[config.mk]
export PLATFORM = sky130hd
export DESIGN_NAME = ring_wr_top
export DESIGN_NICKNAME = d
export VERILOG_FILES = /design/src/rtl/ring_wr_pkg.sv /design/src/rtl/ring_wr_ptr.sv /design/src/rtl/ring_wr_trig.sv /design/src/rtl/ring_wr_tags.sv /design/src/rtl/ring_wr_top.sv
export SDC_FILE = /design/constraint.sdc
export NUM_CORES = 1
export LEC_CHECK = 0
export ABC_AREA = 1
export CAP_MARGIN = 25
export CORE_MARGIN = 5
export CORE_UTILIZATION = 45
export CTS_CLUSTER_SIZE = 40
export DETAILED_ROUTE_END_ITERATION = 10
export PLACE_DENSITY_LB_ADDON = 0.08
export SYNTH_ARGS = -nofsm -noshare
export SYNTH_HDL_FRONTEND = slang
export SYNTH_SLANG_ARGS = --single-unit
export TNS_END_PERCENT = 50
[constraint.sdc]
create_clock -name clk -period 2.8 [get_ports clk]
set_input_delay 0.28 -clock clk [delete_from_list [all_inputs] [get_ports clk]]
set_output_delay 0.28 -clock clk [all_outputs]
set_load 0.005 [all_outputs]
[src/rtl/ring_wr_pkg.sv]
package ring_wr_pkg;
    localparam int CHAN_W   = 16;
    localparam int CHANNELS = 4;
    localparam int WORD_W   = CHAN_W * CHANNELS;
    localparam int BYTE_SH  = $clog2(WORD_W / 8);

    typedef enum logic [1:0] {
        ST_IDLE    = 2'd0,
        ST_CAPTURE = 2'd1,
        ST_TAG_HI  = 2'd2,
        ST_TAG_LO  = 2'd3
    } wr_state_e;
endpackage

[src/rtl/ring_wr_ptr.sv]
module ring_wr_ptr #(
    parameter int WORDS = 16,
    localparam int AW   = $clog2(WORDS)
) (
    input  logic          clk,
    input  logic          rst_n,
    input  logic          clear,
    input  logic          advance,
    output logic [AW-1:0] ptr
);
    localparam logic [AW-1:0] TOP = AW'(WORDS - 1);

    always_ff @(posedge clk) begin
        if (!rst_n || clear) begin
            ptr <= '0;
        end else if (advance) begin
            ptr <= (ptr == TOP) ? '0 : ptr + AW'(1);
        end
    end
endmodule

[src/rtl/ring_wr_trig.sv]
module ring_wr_trig #(
    parameter int AW = 4,
    parameter int SH = 3
) (
    input  logic             clk,
    input  logic             rst_n,
    input  logic             capture,
    input  logic [AW-1:0]    ptr,
    output logic [AW+SH-1:0] byte_addr
);
    always_ff @(posedge clk) begin
        if (!rst_n) begin
            byte_addr <= '0;
        end else if (capture) begin
            byte_addr <= {ptr, {SH{1'b0}}};
        end
    end
endmodule

[src/rtl/ring_wr_tags.sv]
module ring_wr_tags #(
    parameter int W = 64
) (
    input  logic         clk,
    input  logic         rst_n,
    input  logic         load,
    input  logic [W-1:0] hi_in,
    input  logic [W-1:0] lo_in,
    output logic [W-1:0] hi_q,
    output logic [W-1:0] lo_q
);
    always_ff @(posedge clk) begin
        if (!rst_n) begin
            hi_q <= '0;
            lo_q <= '0;
        end else if (load) begin
            hi_q <= hi_in;
            lo_q <= lo_in;
        end
    end
endmodule

[src/rtl/ring_wr_top.sv]
module ring_wr_top
    import ring_wr_pkg::*;
#(
    parameter int WORDS = 33554432,
    localparam int AW   = $clog2(WORDS)
) (
    input  logic                clk,
    input  logic                rst_n,
    input  logic                acq_start_i,
    input  logic                trig_ok_i,
    input  logic                shot_end_i,
    input  logic                smp_valid_i,
    input  logic [WORD_W-1:0]   smp_data_i,
    output logic                smp_ready_o,
    input  logic [WORD_W-1:0]   tag_hi_i,
    input  logic [WORD_W-1:0]   tag_lo_i,
    input  logic                mem_rdy_i,
    output logic                mem_we_o,
    output logic [AW-1:0]       mem_addr_o,
    output logic [WORD_W-1:0]   mem_data_o,
    output logic [AW+BYTE_SH-1:0] trig_addr_o
);
    wr_state_e st_q, st_d;
    logic [AW-1:0]     ptr;
    logic [WORD_W-1:0] tag_hi_q, tag_lo_q;
    logic              advance, trig_cap, tag_load;

    // state register
    always_ff @(posedge clk) begin
        if (!rst_n) st_q <= ST_IDLE;
        else        st_q <= st_d;
    end

    // next-state logic
    always_comb begin
        st_d = st_q;
        unique case (st_q)
            ST_IDLE:    if (acq_start_i) st_d = ST_CAPTURE;
            ST_CAPTURE: begin
                if (acq_start_i)     st_d = ST_CAPTURE;
                else if (shot_end_i) st_d = ST_TAG_HI;
            end
            ST_TAG_HI: begin
                if (acq_start_i)    st_d = ST_CAPTURE;
                else if (mem_rdy_i) st_d = ST_TAG_LO;
            end
            ST_TAG_LO: begin
                if (acq_start_i)    st_d = ST_CAPTURE;
                else if (mem_rdy_i) st_d = ST_IDLE;
            end
            default: st_d = ST_IDLE;
        endcase
    end

    // outputs
    always_comb begin
        mem_we_o    = 1'b0;
        mem_data_o  = smp_data_i;
        smp_ready_o = 1'b0;
        trig_cap    = 1'b0;
        tag_load    = 1'b0;
        unique case (st_q)
            ST_IDLE: ;
            ST_CAPTURE: begin
                mem_we_o    = smp_valid_i && !acq_start_i;
                smp_ready_o = mem_rdy_i && !acq_start_i;
                trig_cap    = trig_ok_i && !acq_start_i;
                tag_load    = shot_end_i && !acq_start_i;
            end
            ST_TAG_HI: begin
                mem_we_o   = !acq_start_i;
                mem_data_o = tag_hi_q;
            end
            ST_TAG_LO: begin
                mem_we_o   = !acq_start_i;
                mem_data_o = tag_lo_q;
            end
            default: ;
        endcase
        advance = mem_we_o && mem_rdy_i;
    end

    assign mem_addr_o = ptr;

    ring_wr_ptr #(.WORDS(WORDS)) ptr_i (
        .clk     (clk),
        .rst_n   (rst_n),
        .clear   (acq_start_i),
        .advance (advance),
        .ptr     (ptr)
    );

    ring_wr_trig #(.AW(AW), .SH(BYTE_SH)) trig_i (
        .clk       (clk),
        .rst_n     (rst_n),
        .capture   (trig_cap),
        .ptr       (ptr),
        .byte_addr (trig_addr_o)
    );

    ring_wr_tags #(.W(WORD_W)) tags_i (
        .clk   (clk),
        .rst_n (rst_n),
        .load  (tag_load),
        .hi_in (tag_hi_i),
        .lo_in (tag_lo_i),
        .hi_q  (tag_hi_q),
        .lo_q  (tag_lo_q)
    );
endmodule

==> metrics list, run 1 <==
- Fin Setup TNS: 0 ns
- Residual DRC: 0
* Share of the yosys chip area belonging to registers: 44.8%
* Max cap viols: 0
* Top cell types by occurrence after synthesis: 341 x sky130_fd_sc_hd__nor2_1, 180 x sky130_fd_sc_hd__dfxtp_1, 175 x sky130_fd_sc_hd__nand2_1
- Aggregate routed wire length: roughly 27000 µm
- Most used standard cell by instance count after synthesis: sky130_fd_sc_hd__nor2_1
- For the worst-skew pair, the clock arrives at the later sink with an insertion delay of roughly 0.43 ns.
- The synthesized netlist occupies a cell area of 8050 µm².
- For the pin with the worst max-slew slack, the measured transition is approximately 0.73 ns.
- Dominant cells by area after synthesis: sky130_fd_sc_hd__dfxtp_1 45%, sky130_fd_sc_hd__nor2_1 16%, sky130_fd_sc_hd__nand3_1 9.8%
- For this run, asynchronously set or reset flops after synthesis account for 0%.
- The Yosys step of the flow raised 0 warnings.
* Arrival time at the worst endpoint: around 2.3 ns
- No sink is reached through more buffers than the 2 on the longest clock path.
- Of all cell types, the one taking the most synthesized area is sky130_fd_sc_hd__dfxtp_1.
* TritonCTS clock tree: yes
- Between clock sinks in the finished design, the worst skew comes to ~0.0086 ns.
* Vias per std cell: around 5.1
* Width of the chip: 144 µm
- For the worst setup path, the data required time is between 2 and 3 ns.
* Outcome: finished clean
- Dividing the detail-routed wire length by the instance count gives about 16 µm.
- Unrepaired setup endpoints after global routing: false
- Setup violations remaining at the end of the flow were counted as 0.
* Pwr Density: a little over 500 nW/µm²
* CTS root buffer: sky130_fd_sc_hd__clkbuf_16
- For this run, the detailed router's first-pass iteration total came to 4.
- The tree built by TritonCTS fans out to between 150 and 200 sinks.
* Number of buffers added by the clock tree synthesis step: 17
- H-tree depth: 4
* Fin crit period: ~2.6 ns
* Leakage power total: approximately 4.4 nW
- Quantity of I/O buffers inserted on ports: around 310
- The critical path is of the flip-flop to output port type.
- Buffers inserted by post-CTS timing repair: 0
* HPWL after detailed placement: 18300 µm
- Filler-free cell count of the finished design: between 1.5k and 2k
- Hold bufs inserted after CTS: 0
- Layout area overhead: 47.2%
- # rows: between 40 and 50
- The tightest hold path in the finished design has a slack of around 0.44 ns.
* Via Count: between 8k and 9k
- After the first detailed-routing iteration, the DRC count stood at 428.
- Share of layout cells above drive strength 1: around 5.0%
* Part of the cycle the worst path needs: 91.2%
- IR drop worst, VDD: roughly 0.00045 V
- In this run, synthesis produced a sequential element count of 180.
* Startpoint Class: flip-flop
- Synth top area share: about 45%
* Setup slack at placement: 0.535 ns
- Total track usage: 25.4%
- Number of top-level pins: between 300 and 400
* Class of the tightest hold or removal check: input port to flip-flop
- Area of the die: 20700 µm²
- Timing would allow up to a little under 0.4 GHz.
- Crit path max fanout: 38
- Global routing finished with a remaining overflow of 0.
- Average cell area after synthesis: between 6 and 7 µm²
- RePlAce Congestion: 0.839
* Number of nets still failing antenna checks after routing: 0
- The worst setup path is captured at an output port.
* Placeable core area: 17800 µm²
- The number of antenna violations at the first check in global routing came to 3.
- Layout Utilization: around 67%
- Final layout net count: between 1.5k and 2k
* Mapped Cells: 1179
- Worst-case headroom to the max-slew limit: between 50 and 60%
* Die H: around 140 µm
- After synthesis, the netlist uses 29 different library cells.
- For this configuration, the core starts out at a cell density of between 40 and 50%.
- Entering global routing, the biggest net connects around 160 pins.
- The synthesized design contains 0 enable-type register cells.
- The number of hold violations in the final report is 0.
- The number of pins exceeding their max-slew limit in the final report was 0.
* Placed Instances: between 1.5k and 2k
* Vias in the first global route: between 8k and 9k
* Final setup margin: between 0.2 and 0.25 ns
- Clock-pin slew on the worst setup and hold paths: 0.07 ns
- Among all flip-flop cells after synthesis, the most frequent one is sky130_fd_sc_hd__dfxtp_1.
* Cts repair resizes: 0
* First-pass GRT wire length: ~42000 µm
-- through the flow --
stage,area (µm²),power [mW]
global route,11900,6.39
global placement,11300,3.82
finish,11900,6.11
detailed placement,11300,3.83
CTS,11800,6.16
floorplan,8060,3.24
-- registers in the layout (all words and copies together), names as in the netlist --
signal,cells
tags_i.lo_q,64
st_q,2
ptr_i.ptr,25
trig_i.byte_addr,25
tags_i.hi_q,64
-- path summary, 6_finish.rpt --
kind | start | to | slack, ns | depth (start not counted)
min reg2reg | tags_i.hi_q[57] | tags_i.hi_q[57] | 0.48 | 2
max | st_q[1] | mem_data_o[61] | 0.25 | 4
max reg2reg | st_q[1] | ptr_i.ptr[23] | 0.97 | 7
min | rst_n | ptr_i.ptr[5] | 0.44 | 6
-- kinds of logic (layout without fill, tap and decap cells) --
family / Yosys count / count (layout) / synth area share, %
compound gates: 176 / 176 / 11.0
xor+xnor: 10 / 10 / 1.09
fa+ha+maj: 1 / 1 / 0.155
buf+inv: 111 / 389 / 6.70
flops: 180 / 180 / 44.8
other cells: 1 / 5 / 0.0466
simple gates: 700 / 700 / 36.3
-- worst max-delay path, stage by stage, from the launching register on --
cell and delay [ns]:
sky130_fd_sc_hd__dfxtp_2 0.52, sky130_fd_sc_hd__buf_4 0.48, sky130_fd_sc_hd__nand3_1 0.16, sky130_fd_sc_hd__nand3_1 0.12
sky130_fd_sc_hd__clkdlybuf4s50_1 0.55
-- metal layers --
layer  track usage [%]  part of all wire, %  vias up
met1              31.6                   41     3915
met2              41.7                   47      303
met4              8.77                  3.0        2
met3              8.25                  9.2       52
met5                 0                0.041        -
li1                  -                    -     4338
-- final cells by class --
type | count | area (µm²)
antenna | 2 | 5.00
clock buffer | 20 | 437
clock inverter | 12 | 133
fill | 1641 | 5930
inverter | 25 | 96.3
multi-input combinational | 890 | 3930
sequential | 180 | 3610
tap | 229 | 287
timing repair buffer | 332 | 3360
-- where the power goes --
group          total [mW]  internal (mW)  leakage [nW]  switching, mW
Clock                2.34           1.32         0.270           1.03
Sequential           2.75           2.68          1.46         0.0656
Combinational        1.02          0.572          2.68          0.451
Total                6.11           4.57          4.42           1.54
-- cells in the final DEF, fill, tap and decap left out, types with 2 or more instances in the layout --
| cell | netlist | layout |
|---|---|---|
| sky130_fd_sc_hd__nor2_1 | 341 | 341 |
| sky130_fd_sc_hd__clkdlybuf4s50_1 | 0 | 313 |
| sky130_fd_sc_hd__dfxtp_1 | 180 | 178 |
| sky130_fd_sc_hd__nand2_1 | 175 | 175 |
| sky130_fd_sc_hd__nand3_1 | 158 | 158 |
| sky130_fd_sc_hd__o21ai_0 | 155 | 155 |
| sky130_fd_sc_hd__inv_1 | 22 | 21 |
| sky130_fd_sc_hd__a21oi_1 | 18 | 18 |
| sky130_fd_sc_hd__clkbuf_16 | 0 | 17 |
| sky130_fd_sc_hd__buf_4 | 22 | 12 |
| sky130_fd_sc_hd__nor2_2 | 12 | 11 |
| sky130_fd_sc_hd__buf_12 | 0 | 7 |
| sky130_fd_sc_hd__xnor2_1 | 6 | 6 |
| sky130_fd_sc_hd__nor2_4 | 3 | 4 |
| sky130_fd_sc_hd__nor3_1 | 4 | 4 |
| sky130_fd_sc_hd__xor2_1 | 4 | 4 |
| sky130_fd_sc_hd__inv_2 | 3 | 3 |
| sky130_fd_sc_hd__conb_1 | 1 | 3 |
| sky130_fd_sc_hd__clkbuf_1 | 31 | 3 |
| sky130_fd_sc_hd__clkinvlp_4 | 0 | 3 |
| sky130_fd_sc_hd__clkinv_2 | 0 | 3 |
| sky130_fd_sc_hd__clkinv_4 | 0 | 3 |
| sky130_fd_sc_hd__diode_2 | 0 | 2 |
| sky130_fd_sc_hd__o21ai_1 | 2 | 2 |
| sky130_fd_sc_hd__nand4_1 | 2 | 2 |
| sky130_fd_sc_hd__bufinv_16 | 0 | 2 |
| sky130_fd_sc_hd__dfxtp_2 | 0 | 2 |
Power figures use the tool's default switching activity.
==> inputs of run 2 (changes only) <==
--- a/config.mk
+++ b/config.mk
@@ -7,7 +7,7 @@
 export LEC_CHECK = 0
 export ABC_AREA = 1
 export CAP_MARGIN = 25
-export CORE_MARGIN = 5
+export CORE_MARGIN = 1
 export CORE_UTILIZATION = 45
 export CTS_CLUSTER_SIZE = 40
 export DETAILED_ROUTE_END_ITERATION = 10
==> run 2 against run 1 <==
  * Flip-flop and latch count did not move
  * Power up 5.3%
  * Worst hold slack got worse by 0.17 ns
  * Utilization grew 1.9 points
  * Critical path type unchanged
  * Critical endpoint is now mem_data_o[24]
  * Largest cell class unchanged
==> metrics list, run 2 (synthesis results as in run 1) <==
- Unrepaired setup endpoints after global routing: false
- Hold bufs inserted after CTS: 0 (unchanged)
- The storage element area is 3610 µm² (unchanged).
- The final weighted congestion in routability-driven placement came to 0.824 (-1.8%).
* Number of search-and-repair iterations in the first detailed-routing pass: 6 (+2)
- The cell row count was 48 (-2.0%).
- The depth of the CTS H-tree was 4 (unchanged).
* First-pass GRT wire length: 40000 µm (-5.1%)
- The setup-violating endpoint count in the final report came to 0 (unchanged).
- Area used by multi-input combinational logic: 3930 µm² (unchanged)
- The largest incremental delay on the critical path was 0.51 ns (-0.04 ns).
- Arrival time at the worst endpoint: 2.15 ns (-0.12 ns)
- Most frequent cells in the layout: 341 x sky130_fd_sc_hd__nor2_1, 313 x sky130_fd_sc_hd__clkdlybuf4s50_1, 178 x sky130_fd_sc_hd__dfxtp_1, 175 x sky130_fd_sc_hd__nand2_1, 158 x sky130_fd_sc_hd__nand3_1
- The via total after detailed routing is 8633 (+0.27%).
* Design area: 11900 µm² (+0.37%)
- The number of pins exceeding their max-slew limit in the final report came to 0 (unchanged).
- The placed standard-cell area was 11200 µm² (-0.38%).
* Width of the chip: 136 µm (-5.6%)
- Final layout net count: 1646 (unchanged)
- Hold Slack: 0.265 ns (-0.171 ns)
- The worst-case vdd ir drop came to 0.000470 V (+5.4%).
* Cts repair resizes: 0 (unchanged)
* CP Data Required Time: 2.52 ns (about the same)
- Fin Setup TNS: 0 ns (unchanged)
* Buffers inserted by post-CTS timing repair: 0 (unchanged)
- Most frequent CP cell: sky130_fd_sc_hd__nand3_1
- Total congestion overflow after global routing: 0 (unchanged)
- Clock-pin slew on the worst setup and hold paths: 0.06 ns (about the same)
- The number of antenna violations at the first check in global routing is 1 (-2).
- The largest registers in the layout are tags_i.hi_q (64), tags_i.lo_q (64).
- The routed wire length per instance was 15.2 µm (-4.6%).
* Length in cells of the worst reg-to-reg path: 8 (+1)
- The number of violations reported at the end of detailed-routing iteration 0 is 542 (+27%).
* Residual DRC: 0 (unchanged)
- Achievable frequency: 0.412 GHz (+5.1%)
- The remaining antenna violation count after routing was 0 (unchanged).
* Max Clock Skew: 0.00776 ns (-0.000856 ns)
- The share of cells above drive strength 1 was 5.01% (+0.010 points).
* Type of destination of the critical path: output port
* Final-report hold violation count: 0 (unchanged)
- By startpoint and endpoint, the worst setup path is classified as flip-flop to output port.
- The min-delay analysis places its worst path in the category input port to flip-flop.
- The vertical die dimension came to 136 µm (-5.6%).
- Clk sink count: 180 (unchanged)
- Fin crit period: 2.43 ns (-0.125 ns)
- The worst setup path is launched from a flip-flop.
- Layout area overhead: 47.8%
* Crit path max fanout: 41 (+7.9%)
- The transition time of the tightest slew-check pin is 0.839 ns (+0.104 ns).
- Aggregate routed wire length: 25500 µm (-5.1%)
- The leakage power summed over all cells came to 4.46 nW (+0.89%).
* Max cap viols: 0 (unchanged)
- The via count of the first global-routing pass was 8064 (-1.6%).
- Number of filler instances in the final layout: 1588 (-3.2%)
* Maximum count of clock buffers along a single path: 2 (unchanged)
* Largest net degree at the start of global routing: 129 (-17%)
- CTS root buffer: sky130_fd_sc_hd__clkbuf_16
- The number of buffers created by CTS was 17 (unchanged).
- For this design, the slowest cell found on the critical path is sky130_fd_sc_hd__clkdlybuf4s50_1.
* Pwr Density: 541 nW/µm² (+4.9%)
* Area of the die: 18400 µm² (-11%)
- Most common cell after layout, fill and taps aside: sky130_fd_sc_hd__nor2_1
- Initial standard-cell utilization of the core: 46.4% (+1.1 points)
* Part of the cycle the worst path needs: 86.7% (-4.5 points)
- The sum of net half-perimeters after detailed placement came to 17100 µm (-6.6%).
- Layout Utilization: 68.5% (+1.9 points)
* Clock latency of the later-clocked register in the worst-skew pair: 0.43 ns (about the same)
- Quantity of I/O buffers inserted on ports: 314 (unchanged)
- The overall power consumption came to 6.43 mW (+5.3%).
- Number of top-level pins: 318 (unchanged)
- TritonCTS clock tree: yes
- The cell depth of the worst hold path is 5 (-1).
- Placeable core area: 17400 µm² (-2.4%)
- The run finished with clean final reports.
- Walking the worst path, the cells encountered are buf_4 > nand3_1 > nand3_1 > clkdlybuf4s50_1.
* Vias per std cell: 5.13 (+0.74%)
- Total track usage: 27.6% (+2.2 points)
- The normalized max-slew margin is 44.1% (-6.9 points).
run 2: worst paths after layout:
path | end | slack [ns] | startpoint
worst max-delay path | mem_data_o[24] | 0.37 | st_q[0]
worst min-delay path | ptr_i.ptr[5] | 0.27 | rst_n
worst max register to register | trig_i.byte_addr[9] | 0.81 | st_q[0]
worst min register to register | trig_i.byte_addr[11] | 0.48 | trig_i.byte_addr[11]
run 2: critical path: cells and delay by family (launching register included):
kind | cells | cell delay [ns]
buffers and inverters | 2 | 0.96
flip-flops | 1 | 0.36
AND/OR/NAND/NOR | 2 | 0.41
run 2: area by class of cell:
type                            count  share of cell area, %
Clock inverter                     10                   1.72
Tap cell                          225                   2.37
Inverter                           25                  0.810
Sequential cell                   180                   30.3
Multi-Input combinational cell    890                   33.0
Clock buffer                       19                   3.81
Timing Repair Buffer              332                   28.0
Antenna cell                        1                 0.0210
run 2: stage by stage:
| step | instances | setup slack (ns) |
|---|---|---|
| 6_report | 1682 | 0.372 |
| 5_1_grt | 1681 | 0.173 |
| 4_1_cts | 1681 | 0.355 |
| 3_5_place_dp | 1652 | 0.663 |
| 3_3_place_gp | 1652 | 0.685 |
| 2_1_floorplan | 1181 | 1.30 |
run 2: power breakdown:
part | internal (mW) | switching, mW | leakage [nW]
logic | 0.564 | 0.451 | 2.68
clock network | 1.70 | 0.973 | 0.317
registers | 2.68 | 0.0596 | 1.46
total | 4.95 | 1.48 | 4.46
run 2: routing by layer:
metal	part of all wire, %	global-route usage [%]	vias up
met5	0	0	-
met4	3.8	13.7	0
met3	8.4	7.74	65
met2	46	45.4	326
met1	42	32.9	3912
li1	-	-	4330
